===== src/rtl/alu_guard_pkg.sv =====
// Package: shared encodings for the guarded add/shift unit.
// Assumes a single select bit and a single direction bit.
package alu_guard_pkg;
    typedef enum logic {
        OP_ADD   = 1'b0,
        OP_SHIFT = 1'b1
    } alu_op_e;

    typedef enum logic {
        DIR_LEFT  = 1'b0,
        DIR_RIGHT = 1'b1
    } shift_dir_e;

    // Shift-amount field width for a given data width
    function automatic int amt_bits(input int width);
        return $clog2(width);
    endfunction
endpackage


===== src/rtl/guard_hold.sv =====
// Module: guard_hold
// Enable-controlled holding register in front of one functional unit.
// It loads only while its unit is selected and otherwise keeps its value,
// so the unit behind it sees no input transitions.
// Assumes en is already qualified with the request valid.
module guard_hold #(
    parameter int W = 16
) (
    input  logic         clk,
    input  logic         rst_n,
    input  logic         en,
    input  logic [W-1:0] d,
    output logic [W-1:0] q
);
    // Load on enable, hold otherwise
    always_ff @(posedge clk) begin
        if (!rst_n)  q <= '0;
        else if (en) q <= d;
    end

    // with the enable low, the guarded value must not move
    assert_hold_idle_R7: assert property (@(posedge clk) disable iff (!rst_n)
        !en |=> $stable(q));
endmodule


===== src/rtl/add_unit.sv =====
// Module: add_unit
// Combinational modular adder; the carry out is discarded.
// Assumes operands arrive from a guard register.
module add_unit #(
    parameter int W = 16
) (
    input  logic [W-1:0] op_a,
    input  logic [W-1:0] op_b,
    output logic [W-1:0] sum
);
    // Sum wraps modulo 2^W
    always_comb sum = op_a + op_b;
endmodule


===== src/rtl/barrel_shift_unit.sv =====
// Module: barrel_shift_unit
// Logarithmic barrel shifter, logical left or right, zero fill.
// One stage per shift-amount bit, each stage moves by a power of two.
// clk and rst_n serve only the local check.
module barrel_shift_unit #(
    parameter int W  = 16,
    parameter int AW = 4
) (
    input  logic          clk,
    input  logic          rst_n,
    input  logic [W-1:0]  data,
    input  logic [AW-1:0] amt,
    input  logic          dir,
    output logic [W-1:0]  result
);
    import alu_guard_pkg::*;

    logic [W-1:0] stage [0:AW];

    assign stage[0] = data;

    for (genvar i = 0; i < AW; i++) begin : g_stage
        localparam int STEP = 1 << i;
        // Stage i: conditional move by 2^i
        always_comb begin
            if (!amt[i])               stage[i+1] = stage[i];
            else if (dir == DIR_RIGHT) stage[i+1] = stage[i] >> STEP;
            else                       stage[i+1] = stage[i] << STEP;
        end
    end

    assign result = stage[AW];

    // a zero amount must pass data through in either direction
    assert_zero_amt_identity_R3: assert property (@(posedge clk) disable iff (!rst_n)
        (amt == '0) |-> (result == data));
endmodule


===== src/rtl/activity_monitor.sv =====
// Module: activity_monitor
// Debug observer: raises leak_flag when the inputs of a unit changed
// although the in-flight request did not select that unit.
// Assumes the *_sel inputs describe the load made at the last edge.
module activity_monitor #(
    parameter int ADD_W = 32,
    parameter int SHF_W = 21
) (
    input  logic             clk,
    input  logic             rst_n,
    input  logic             add_sel,
    input  logic             shf_sel,
    input  logic [ADD_W-1:0] add_bus,
    input  logic [SHF_W-1:0] shf_bus,
    output logic             leak_flag
);
    logic [ADD_W-1:0] add_prev;
    logic [SHF_W-1:0] shf_prev;

    // Remember last cycle's unit inputs
    always_ff @(posedge clk) begin
        if (!rst_n) begin
            add_prev <= '0;
            shf_prev <= '0;
        end else begin
            add_prev <= add_bus;
            shf_prev <= shf_bus;
        end
    end

    // Flag a change on a unit that was not selected
    always_comb begin
        leak_flag = ((add_bus != add_prev) && !add_sel)
                 || ((shf_bus != shf_prev) && !shf_sel);
    end

    // isolation of the idle unit must never break
    assert_no_leak_R7: assert property (@(posedge clk) disable iff (!rst_n)
        !leak_flag);
endmodule


===== src/rtl/guarded_add_shift_alu.sv =====
// Module: guarded_add_shift_alu (top)
// Pipeline: shared capture register -> per-unit guard registers ->
// adder / barrel shifter -> select mux -> output register.
// Latency: the result is valid on the third edge after acceptance.
// Assumes one request per cycle at most and no backpressure.
module guarded_add_shift_alu #(
    parameter int WIDTH = 16
) (
    input  logic             clk,
    input  logic             rst_n,
    input  logic             in_valid,
    input  logic             in_op,
    input  logic             in_dir,
    input  logic [WIDTH-1:0] in_a,
    input  logic [WIDTH-1:0] in_b,
    output logic             out_valid,
    output logic [WIDTH-1:0] out_result,
    output logic             leak_flag
);
    import alu_guard_pkg::*;

    localparam int AW    = amt_bits(WIDTH);
    localparam int ADD_W = 2 * WIDTH;
    localparam int SHF_W = WIDTH + AW + 1;

    // Shared capture stage
    logic             cap_valid;
    alu_op_e          cap_op;
    logic             cap_dir;
    logic [WIDTH-1:0] cap_a, cap_b;

    // Guard stage
    logic             grd_valid;
    alu_op_e          grd_op;
    logic             add_en, shf_en;
    logic [ADD_W-1:0] add_q;
    logic [SHF_W-1:0] shf_q;

    // Unit results
    logic [WIDTH-1:0] sum_res, shf_res, mux_res;

    // Capture operands and select into the one shared register
    always_ff @(posedge clk) begin
        if (!rst_n) begin
            cap_valid <= 1'b0;
            cap_op    <= OP_ADD;
            cap_dir   <= 1'b0;
            cap_a     <= '0;
            cap_b     <= '0;
        end else begin
            cap_valid <= in_valid;
            if (in_valid) begin
                cap_op  <= alu_op_e'(in_op);
                cap_dir <= in_dir;
                cap_a   <= in_a;
                cap_b   <= in_b;
            end
        end
    end

    // Guard enables: only the selected unit loads
    always_comb begin
        add_en = cap_valid && (cap_op == OP_ADD);
        shf_en = cap_valid && (cap_op == OP_SHIFT);
    end

    guard_hold #(.W(ADD_W)) u_add_guard (
        .clk(clk), .rst_n(rst_n), .en(add_en),
        .d({cap_a, cap_b}), .q(add_q)
    );

    guard_hold #(.W(SHF_W)) u_shf_guard (
        .clk(clk), .rst_n(rst_n), .en(shf_en),
        .d({cap_dir, cap_b[AW-1:0], cap_a}), .q(shf_q)
    );

    // Select travels alongside the guard registers
    always_ff @(posedge clk) begin
        if (!rst_n) begin
            grd_valid <= 1'b0;
            grd_op    <= OP_ADD;
        end else begin
            grd_valid <= cap_valid;
            if (cap_valid) grd_op <= cap_op;
        end
    end

    add_unit #(.W(WIDTH)) u_add (
        .op_a(add_q[ADD_W-1:WIDTH]),
        .op_b(add_q[WIDTH-1:0]),
        .sum(sum_res)
    );

    barrel_shift_unit #(.W(WIDTH), .AW(AW)) u_shift (
        .clk(clk), .rst_n(rst_n),
        .data(shf_q[WIDTH-1:0]),
        .amt(shf_q[WIDTH+AW-1:WIDTH]),
        .dir(shf_q[SHF_W-1]),
        .result(shf_res)
    );

    // Output multiplexer picks the live unit
    always_comb mux_res = (grd_op == OP_SHIFT) ? shf_res : sum_res;

    // Output register: updates only with a valid result
    always_ff @(posedge clk) begin
        if (!rst_n) begin
            out_valid  <= 1'b0;
            out_result <= '0;
        end else begin
            out_valid <= grd_valid;
            if (grd_valid) out_result <= mux_res;
        end
    end

    activity_monitor #(.ADD_W(ADD_W), .SHF_W(SHF_W)) u_mon (
        .clk(clk), .rst_n(rst_n),
        .add_sel(grd_valid && (grd_op == OP_ADD)),
        .shf_sel(grd_valid && (grd_op == OP_SHIFT)),
        .add_bus(add_q),
        .shf_bus(shf_q),
        .leak_flag(leak_flag)
    );

    // reset clears the outputs
    assert_reset_clear_R1: assert property (@(posedge clk)
        !rst_n |=> (!out_valid && (out_result == '0)));

    // a request in the capture stage reaches the guard stage next cycle
    assert_valid_chain_R5: assert property (@(posedge clk) disable iff (!rst_n)
        cap_valid |=> grd_valid);

    // a request in the guard stage leaves as an output next cycle
    assert_valid_out_R5: assert property (@(posedge clk) disable iff (!rst_n)
        grd_valid |=> out_valid);

    // no valid result means the output holds
    assert_result_hold_R6: assert property (@(posedge clk) disable iff (!rst_n)
        !out_valid |-> $stable(out_result));

    // an idle input cycle produces nothing in the capture stage
    assert_idle_ignored_R8: assert property (@(posedge clk) disable iff (!rst_n)
        !in_valid |=> !cap_valid);

    // at most one guard register loads per cycle
    assert_one_guard_R7: assert property (@(posedge clk) disable iff (!rst_n)
        $onehot0({add_en, shf_en}));
endmodule


===== config.mk =====
export PLATFORM = sky130hd
export DESIGN_NAME = guarded_add_shift_alu
export DESIGN_NICKNAME = d
export VERILOG_FILES = /design/src/rtl/alu_guard_pkg.sv /design/src/rtl/guard_hold.sv /design/src/rtl/add_unit.sv /design/src/rtl/barrel_shift_unit.sv /design/src/rtl/activity_monitor.sv /design/src/rtl/guarded_add_shift_alu.sv
export SDC_FILE = /design/constraint.sdc
export NUM_CORES = 1
export LEC_CHECK = 0
export BUFFER_PORTS_ARGS = -buffer_cell sky130_fd_sc_hd__buf_2
export CORE_MARGIN = 2
export CORE_UTILIZATION = 25
export DETAILED_ROUTE_END_ITERATION = 7
export SYNTH_ARGS = -nofsm -noshare
export SYNTH_HDL_FRONTEND = slang
export SYNTH_SLANG_ARGS = --single-unit

===== constraint.sdc =====
create_clock -name clk -period 3.2 [get_ports clk]
set_clock_uncertainty 0.05 [all_clocks]
set_input_delay 0.16 -clock clk [delete_from_list [all_inputs] [get_ports clk]]
set_output_delay 0.16 -clock clk [all_outputs]
set_load 0.05 [all_outputs]

== Word-level counts from Yosys, hierarchy flattened ==
Cells that the tools add are included.

* Register bits: 160
* Input bits: 37
* Logic and storage cells: 36

* Add/subtract/negate cells: 1
* Equal/unequal tests: 2
* Multiplexer cells: 9
* Bitwise operators: 2
* Reductions and logical operators: 9

{| class="wikitable"
|+ Operator list
! kind !! number
|-
| 16-bit 2-to-1 mux || 9
|-
| 32-bit inequality test || 1
|-
| 21-bit inequality test || 1
|-
| 16-bit adder || 1
|-
| 1-bit logical AND || 6
|-
| 1-bit logical NOT || 2
|-
| 1-bit inverter || 2
|-
| 1-bit logical OR || 1
|}

== Longest topological paths before layout ==
Gate-level depths: netlist of run 1.

* Word-level depth: 9
* Mapped depth: 9

== Hierarchy ==
From an unflattened synthesis of run 1, not the netlist that was laid out.

* Cell total of the unflattened synthesis: 892
* Area, all modules: 8,593.2 µm²

{| class="wikitable"
|+ Modules (own cells, without submodules)
! module !! instances !! cells an instance !! area each (µm²) !! sequential area each (µm²)
|-
| guarded_add_shift_alu || 1 || 193 || 2,137.0 || 1,081.0
|-
| activity_monitor || 1 || 183 || 1,996.9 || 1,061.0
|-
| barrel_shift_unit || 1 || 247 || 1,647.8 || 0.0
|-
| guard_hold (u_add_guard) || 1 || 103 || 1,243.7 || 640.6
|-
| guard_hold (u_shf_guard) || 1 || 68 || 820.8 || 420.4
|-
| add_unit || 1 || 98 || 747.0 || 0.0
|}

== Worst setup path after synthesis of run 1 ==
Ideal clock, no wire load.

* Path kind: register -> register
* From: register u_add_guard.q[0]
* To: register out_result[14]
* Library setup time: 0.086 ns
* Arrival: 2.287 ns
* Slack: 0.778 ns
* Cell stages (with the launch flop): 9
* Buffers on the path: 0
* Clock period less this slack: 2.422 ns
* Path through: dfxtp_1 -> ha_1 -> fa_1 -> a211o_1 -> a221oi_1 -> o211ai_1 -> a21boi_0 -> xor2_1 -> a211oi_1

* Cells in the longest elaborated chain, start to end: 2

{| class="wikitable"
|+ RTL lines
! element !! line !! RTL
|-
| start: declaration || guard_hold.sv:13 || <nowiki>output logic [W-1:0] q</nowiki>
|-
| start signal: assignment || guard_hold.sv:17 || <nowiki>if (!rst_n) q <= '0;</nowiki>
|-
| start signal: assignment || guard_hold.sv:18 || <nowiki>else if (en) q <= d;</nowiki>
|-
| 16-bit adder || add_unit.sv:12 || <nowiki>always_comb sum = op_a + op_b;</nowiki>
|-
| 16-bit 2-to-1 mux || guarded_add_shift_alu.sv:103 || <nowiki>always_comb mux_res = (grd_op == OP_SHIFT) ? shf_res : sum_res;</nowiki>
|-
| end signal: assignment || guarded_add_shift_alu.sv:112 || <nowiki>if (grd_valid) out_result <= mux_res;</nowiki>
|-
| end: declaration || guarded_add_shift_alu.sv:17 || <nowiki>output logic [WIDTH-1:0] out_result,</nowiki>
|}

No other way between the ends.
A chain may end at the register's enable or synchronous reset.

== Worst setup path after layout of run 1 ==
Same ends and word-level chain as after synthesis.

==> reports/qor.csv, run 1 <==
metric,value,unit
status,finished clean,
endpoint,out_result[14],
async_flop_share,0,%
synth_common_cells,"dfxtp_1 (160), nand2_1 (142), mux2i_1 (70)",
finalSetupViolCount,0,
critPathLaunch,u_add_guard.q[0],
cts_resized,0,
drive_above_1_share,11.26,%
die_w,184.9,um
cp_data_arrival_time,2990,ps
sw_frac_of_total,25.24,%
rows,66,
max_freq,0.3694,GHz
die_h,184.9,um
antenna_found_initial,0,
pwr-share-comb,7.8,%
routabilityCongestion,0.8669,
peakVddDrop,0.0004200,V
cts.sinks,160,
yosysTopAreaCell,dfxtp_1,
power_density,475.5,nW/um^2
maxCapViolCount,0,
synth.avg_cell_area,8.594,um^2
seq_power_share,45.1,%
whs,120.2,ps
cts_tree,built,
period_minus_slack,2707,ps
cp_max_fo,4,
yosys_warnings,0,
path_delay_family,compound AO/OA/AOI/OAI gates,
area_delta_synth_final,19.82,%
final_area,9803,um^2
path_clk_slew,70,ps
crit_type,reg2reg,
path_buf_inv,0,
yosys_register_bits,160,
p_sw,1.176,mW
synth_flop_cell,dfxtp_1,
reg2reg_slack,490,ps
slew_viol_final,0,
initial_utilization,25.27,%
dieArea,34190,um^2
vias_per_cell,4.665,
p_int,3.485,mW
finalSetupTns,0,ps
antennaDiodeCount,0,
grt_usage,13.30,%
wl_per_cell,15.45,um
coreArea,32370,um^2
clockBufferDepth,2,
cp.depth,8,
dr.first_iter.drc_count,444,
worstRegToRegCells,8,
rsz0062_at_grt,no,
grt_start_max_net_pins,130,
slowest_delay,430,ps
synth_top_area_share,39.15,%
io_pins,55,
cts-buffers-inserted,17,
synth.area.top_cells,"dfxtp_1 (39%), mux2i_1 (8.6%), nand2_1 (6.5%)",
ctsRootBufferMaster,clkbuf_16,
maxSlewHeadroom,29.52,%
synth_edf_count,0,
power_frac_clock,47.1,%
finalNetCount,1052,
p_leak,3.785,nW
drt-total-wl,22460,um
syn_inst,952,
grt-ovfl-total,0,
synth_cell_types,53,
drc,0,
hpwl,16090,um
mappedNetlistNets,1005,
max_slew.worst_pin.slew,1057,ps
drtAntennaViolNets,0,
critPathRequiredTime,3480,ps
ctsHtreeMaxLevel,4,
synth-seq-area-share,39.15,%
end_kind,flip-flop,
totalPowerFinal,4.661,mW
clk_latency,430,ps
r2r_end,out_result[14],
port_buffers,54,
first_pass_iters,5,
dp_slack,513.3,ps
nFillCells,3450,
grt_pass1_vias,6313,
critical_path.slowest_cell,fa_1,
fin_ws,492.7,ps
hold_violations,0,
synth_area,8182,um^2
synth.most_common_cell,dfxtp_1,
post_dp_cell_area,8825,um^2
fin_crit_sh,84.60,%
start_kind,flip-flop,
hold_class,in2reg,
grt_pass1_wl,35310,um
cp_cell_sequence,ha_1 > fa_1 > a211o_1 > a221oi_1 > o211ai_1 > a21boi_0 > xor2_1 > a211oi_1,
rr_startpoint,u_add_guard.q[0],
route.vias.total,6783,
[cells by family (layout without fill, tap and decap cells)]
logic type | count (synthesis) | count (layout) | synth area share (%)
XOR/XNOR | 65 | 65 | 6.958
flip-flops | 160 | 160 | 39.15
adder cells (fa/ha/maj) | 16 | 16 | 2.539
AO/OA/AOI/OAI | 214 | 214 | 17.77
multiplexers | 72 | 72 | 8.839
buffers and inverters | 84 | 144 | 4.374
AND/OR/NAND/NOR | 341 | 341 | 20.37
[per-stage QoR]
step | utilization, % | std cells
3_5_place_dp | 27.26 | 1388
6_report | 30.28 | 1454
5_1_grt | 30.28 | 1454
4_1_cts | 30.28 | 1454
2_1_floorplan | - | 952
3_3_place_gp | 27.26 | 1388
[layout by cell type (no fill, tap or decap), drive strengths merged, types with 3 or more instances in the layout]
master       netlist  layout
dfxtp            160     160
nand2            142     142
buf               23      72
mux2i             70      70
and2              58      58
a21boi            55      55
xor2              45      45
nor2b             41      41
nor2              38      38
a21oi             38      38
o21ai             37      37
dlygate4sd3        0      34
xnor2             20      20
clkbuf            55      18
a211oi            17      17
nor3              16      16
ha                15      15
inv                6      12
nor4              11      11
nand2b            10      10
a31oi             10      10
nand3              9       9
o211ai             9       9
o221ai             8       8
nand4              6       6
a221oi             6       6
o21a               5       5
o22ai              5       5
a211o              4       4
clkinv             0       4
or2                3       3
nand3b             3       3
a2111oi            3       3
bufinv             0       3
[power groups by stage]
stage                     Combinational, mW  Clock, mW  Sequential, mW
after floorplan                       0.218          0            2.15
after CTS                             0.368       2.23            2.10
final                                 0.365       2.19            2.10
after detailed placement              0.335          0            2.15
after global routing                  0.402       2.32            2.11
after global placement                0.333          0            2.15
[state kept, by name, summed over array words and instances, names as in the netlist]
signal / count
out_valid: 1
u_mon.add_prev: 32
grd_op: 1
u_mon.shf_prev: 21
cap_a: 16
cap_op: 1
cap_valid: 1
out_result: 16
grd_valid: 1
cap_b: 16
u_shf_guard.q: 21
cap_dir: 1
u_add_guard.q: 32
[worst min-delay path, delay by kind of cell]
| family | cells | cell delay, ps |
|---|---|---|
| buf+inv | 1 | 220 |
| simple gates | 1 | 90 |
| compound gates | 1 | 60 |
[routing by layer]
metal / track usage (%) / up-vias / wire length [um]
met3: 2.379 / 18 / 1027
met1: 19.60 / 3216 / 11520
li1: - / 3397 / -
met4: 3.556 / 0 / 249
met5: 0 / - / 0
met2: 19.75 / 152 / 9662
[worst min path at each step]
| stage | from | to | slack, ps | cells past startpoint |
|---|---|---|---|---|
| 2_1_floorplan | in_b[10] | cap_b[10] | 280 | 2 |
| 4_1_cts | rst_n | out_result[0] | 100 | 2 |
| 5_1_grt | rst_n | out_result[0] | 110 | 2 |
| 3_5_place_dp | in_b[13] | cap_b[13] | 370 | 3 |
| 3_3_place_gp | in_b[14] | cap_b[14] | 370 | 3 |
| 6_report | rst_n | out_result[12] | 120 | 3 |
[area by class of cell]
type | instances | area [um^2] | share of cell area [%]
Clock inverter | 14 | 198.9 | 2.029
Inverter | 6 | 22.52 | 0.2297
Clock buffer | 18 | 439.2 | 4.480
Tap cell | 442 | 553.0 | 5.641
Timing Repair Buffer | 106 | 760.7 | 7.760
Multi-Input combinational cell | 708 | 4623 | 47.16
Sequential cell | 160 | 3206 | 32.70
[what timing repair did]
item	in CTS	in global routing
setup endpoints to repair	0	0
buffers inserted	0	0
endpoints found under the hold margin	34	0
hold buffers	34	0
(Power assumes the default switching activity.)
==> run 2: changes to the inputs <==
- clock period: 3.2 -> 2.81 ns (I/O delays scaled with it)
==> run 2 against run 1 <==
Net effect: setup slack got worse by 310 ps; critical path type is now reg2out; largest cell class unchanged; largest power group is now sequential cells; sequential cell count did not move; routed wire length rose by 1.4%; clock-buffer cell count rose by 1; final cell count rose by 0.41%; non-clock buffer count rose by 6; highest routed layer unchanged; combinational power rose by 15%; register-to-register slack got worse by 140 ps.
==> reports/qor.csv, run 2 (synthesis results as in run 1) <==
metric,value,unit
totalPowerFinal,5.118,mW
rows,66,
ctsHtreeMaxLevel,4,
grt_pass1_wl,35960,um
start_kind,flip-flop,
end_kind,output pin,
path_clk_slew,60,ps
p_leak,3.776,nW
post_dp_cell_area,8870,um^2
coreArea,32370,um^2
clockBufferDepth,2,
drtAntennaViolNets,0,
critPathRequiredTime,2620,ps
status,finished clean,
routabilityCongestion,0.8865,
hold_class,in2reg,
reg2reg_slack,350,ps
fin_crit_sh,93.47,%
final_cell_mix,"dfxtp_1 (158), nand2_1 (142), mux2i_1 (70), and2_1 (58), a21boi_0 (55)",
grt_usage,13.53,%
ctsRootBufferMaster,clkbuf_16,
finalNetCount,1058,
grt_start_max_net_pins,77,
power_density,522.5,nW/um^2
slowest_delay,730,ps
finalSetupViolCount,0,
port_buffers,54,
dieArea,34190,um^2
cts_setup_buffers,0,
grt-ovfl-total,0,
final_area,9796,um^2
die_w,184.9,um
maxSlewHeadroom,45.05,%
drive_above_1_share,11.69,%
rsz0062_at_grt,no,
first_pass_iters,5,
cp_max_fo,17,
finalSetupTns,0,ps
cp_data_arrival_time,2440,ps
wl_per_cell,15.61,um
max_slew.worst_pin.slew,822.3,ps
route.vias.total,6894,
cts_tree,built,
critical_path.slowest_cell,dfxtp_1,
hpwl,16690,um
crit_type,reg2out,
reg_top3,"u_add_guard.q: 32 flops, u_mon.add_prev: 32 flops",
io_pins,55,
period_minus_slack,2627,ps
vias_per_cell,4.722,
cts-buffers-inserted,17,
antennaDiodeCount,0,
grt_pass1_vias,6392,
area_delta_synth_final,19.73,%
slew_viol_final,0,
cp_cell_sequence,xnor2_1 > nand4_1 > nor4_1 > nand3_1 > a211oi_1 > nor2_1 > buf_2,
dr.first_iter.drc_count,490,
drt-total-wl,22790,um
cts.sinks,160,
maxCapViolCount,0,
antenna_found_initial,0,
whs,199.9,ps
postLayoutCoreUtil,30.26,%
final_common_cell,dfxtp_1,
hold_violations,0,
clk_latency,440,ps
initial_utilization,25.27,%
drc,0,
max_freq,0.3807,GHz
nFillCells,3490,
peakVddDrop,0.0004332,V
die_h,184.9,um
run 2: final cells by class:
class	count	area [um^2]	area share [%]
Clock buffer	19	432.9	4.419
Multi-Input combinational cell	708	4629	47.26
Tap cell	442	553.0	5.646
Sequential cell	160	3206	32.72
Timing Repair Buffer	112	805.8	8.226
Clock inverter	13	146.4	1.494
Inverter	6	22.52	0.2299
run 2: through the flow:
stage / setup slack [ps] / std cells
floorplan: 387.6 / 952
global placement: 235.3 / 1394
detailed placement: 285.0 / 1394
CTS: 173.1 / 1460
global route: 10.16 / 1460
finish: 183.5 / 1460
run 2: per-layer routing:
metal	global-route usage [%]	part of all wire (%)	vias to the layer above	wire, um
li1	-	-	3394	-
met1	19.81	51	3283	11620
met2	20.16	43	194	9756
met3	2.694	5.0	23	1143
met4	3.365	1.2	0	265
met5	0	0	-	0
run 2: final timing paths:
kind	start	end	depth (start not counted)
setup / recovery	u_shf_guard.q[17]	leak_flag	7
hold / removal	in_valid	cap_valid	2
setup reg to reg	u_add_guard.q[0]	out_result[14]	8
hold reg to reg	cap_b[15]	u_add_guard.q[15]	2
run 2: what timing repair did:
| action | in CTS | in global routing |
|---|---|---|
| hold buffers | 34 | 0 |
| gates resized for setup | 0 | 1 |
| hold endpoints to repair | 34 | 0 |
| setup endpoints to repair | 0 | 1 |
run 2: where the power goes:
group	internal (mW)	switching (mW)	total, mW
Sequential	2.33	0.0670	2.40
Combinational	0.180	0.239	0.419
Clock	1.26	1.05	2.30
Total	3.76	1.35	5.12
run 2: worst max-delay path, delay by kind of cell, from the launching register on:
kind,cells,cell delay [ps]
flops,1,730
simple gates,4,600
compound gates,1,260
buf+inv,1,220
xor+xnor,1,190
==> run 3: changes to the inputs <==
- clock period: 2.81 -> 2.8 ns (I/O delays scaled with it)
==> run 3 against run 2 <==
Net effect: clock power grew 4%; combinational power barely moved; setup slack better by 88 ps; final cell count unchanged; cell area is 0.60% higher; core utilization increased by 0.18 points; critical endpoint unchanged.
==> reports/qor.csv, run 3 (synthesis results as in run 1) <==
metric,value,unit
status,finished clean,
max_freq,0.3956,GHz
port_buffers,54,
antenna_found_initial,0,
power_density,530.2,nW/um^2
area_delta_synth_final,20.45,%
maxSlewHeadroom,28.81,%
cp_data_arrival_time,2340,ps
final_cell_mix,"dfxtp_1 (157), nand2_1 (142), mux2i_1 (70), and2_1 (58), a21boi_0 (55)",
grt_usage,13.48,%
reg_top3,"u_add_guard.q: 32 flops, u_mon.add_prev: 32 flops",
cts.sinks,160,
io_pins,55,
rsz0062_at_grt,no,
final_common_cell,dfxtp_1,
finalSetupTns,0,ps
rows,66,
dr.first_iter.drc_count,591,
drtAntennaViolNets,0,
wl_per_cell,15.53,um
hold_class,in2reg,
drive_above_1_share,11.98,%
die_w,184.9,um
slew_viol_final,0,
ctsHtreeMaxLevel,4,
grt_start_max_net_pins,89,
maxCapViolCount,0,
cts_tree,built,
clk_latency,420,ps
period_minus_slack,2528,ps
grt-ovfl-total,0,
cp_max_fo,23,
grt_pass1_wl,35940,um
hpwl,16540,um
finalSetupViolCount,0,
vias_per_cell,4.707,
max_slew.worst_pin.slew,1068,ps
critPathRequiredTime,2610,ps
grt_pass1_vias,6438,
postLayoutCoreUtil,30.44,%
p_leak,3.812,nW
end_kind,output pin,
first_pass_iters,5,
antennaDiodeCount,0,
ctsRootBufferMaster,clkbuf_16,
coreArea,32370,um^2
peakVddDrop,0.0004111,V
cts-buffers-inserted,17,
route.vias.total,6872,
fin_crit_sh,90.29,%
initial_utilization,25.27,%
routabilityCongestion,0.8909,
path_clk_slew,70,ps
start_kind,flip-flop,
dieArea,34190,um^2
die_h,184.9,um
drt-total-wl,22680,um
nFillCells,3467,
hold_violations,0,
crit_type,reg2out,
drc,0,
clockBufferDepth,2,
finalNetCount,1060,
## run 3: cell count changes in the layout (fill, tap and decap cells not counted), moves of 2 or more
| cell | delta |
|---|---|
| dfxtp_4 | +2 |
| clkbuf_1 | -2 |
| bufinv_16 | +2 |
| clkinv_2 | +2 |
| clkinvlp_4 | -2 |
| inv_8 | -2 |
## run 3: power breakdown
group          total, mW  switching, mW  internal (mW)
Sequential          2.40         0.0675           2.34
Clock               2.40          0.984           1.42
Combinational      0.421          0.239          0.182
## run 3: path summary, 6_finish.rpt
| kind | from | endpoint | slack, ps | cells after the start |
|---|---|---|---|---|
| setup / recovery | u_shf_guard.q[20] | leak_flag | 270 | 8 |
| setup reg to reg | u_add_guard.q[0] | out_result[14] | 320 | 8 |
| hold reg to reg | cap_b[5] | u_add_guard.q[5] | 410 | 2 |
| hold / removal | rst_n | u_shf_guard.q[10] | 280 | 2 |
## run 3: layout make-up
cell class / count / area, um^2 / share of cell area (%)
Inverter: 6 / 22.52 / 0.2285
Tap cell: 442 / 553.0 / 5.612
Clock inverter: 13 / 178.9 / 1.816
Timing Repair Buffer: 114 / 833.3 / 8.456
Sequential cell: 160 / 3212 / 32.59
Multi-Input combinational cell: 708 / 4629 / 46.98
Clock buffer: 17 / 425.4 / 4.317
## run 3: what timing repair did
item | CTS | global route
endpoints found under the hold margin | 34 | 0
hold buffers | 34 | 0
resized for setup | 0 | 4
setup endpoints to repair | 0 | 2
setup buffers | 0 | 0
## run 3: routing by layer
| metal | up-vias | track usage [%] | part of all wire, % |
|---|---|---|---|
| met2 | 169 | 20.12 | 42 |
| met5 | - | 0 | 0 |
| met1 | 3270 | 20.05 | 52 |
| li1 | 3410 | - | - |
| met3 | 23 | 2.025 | 4.1 |
| met4 | 0 | 3.524 | 1.4 |
## run 3: worst max-delay path, stage by stage (launching register included)
cell,delay [ps]
dfxtp_4,550
buf_4,230
xnor2_1,130
nand4_1,100
nor4_1,180
nand3_1,180
a211oi_1,230
nor2_1,100
buf_2,220
## run 3: per-stage QoR
| step | hold WS [ps] | power, mW | setup WS [ps] | std cells | cell area, um^2 |
|---|---|---|---|---|---|
| 3_5_place_dp | 356.9 | 2.843 | 251.5 | 1396 | 8897 |
| 4_1_cts | 257.3 | 5.268 | 66.93 | 1460 | 9842 |
| 5_1_grt | 306.3 | 5.401 | 21.75 | 1460 | 9854 |
| 2_1_floorplan | 259.4 | 2.703 | 377.6 | 952 | 8182 |
| 3_3_place_gp | 346.0 | 2.840 | 226.5 | 1396 | 8897 |
| 6_report | 277.1 | 5.225 | 271.9 | 1460 | 9854 |
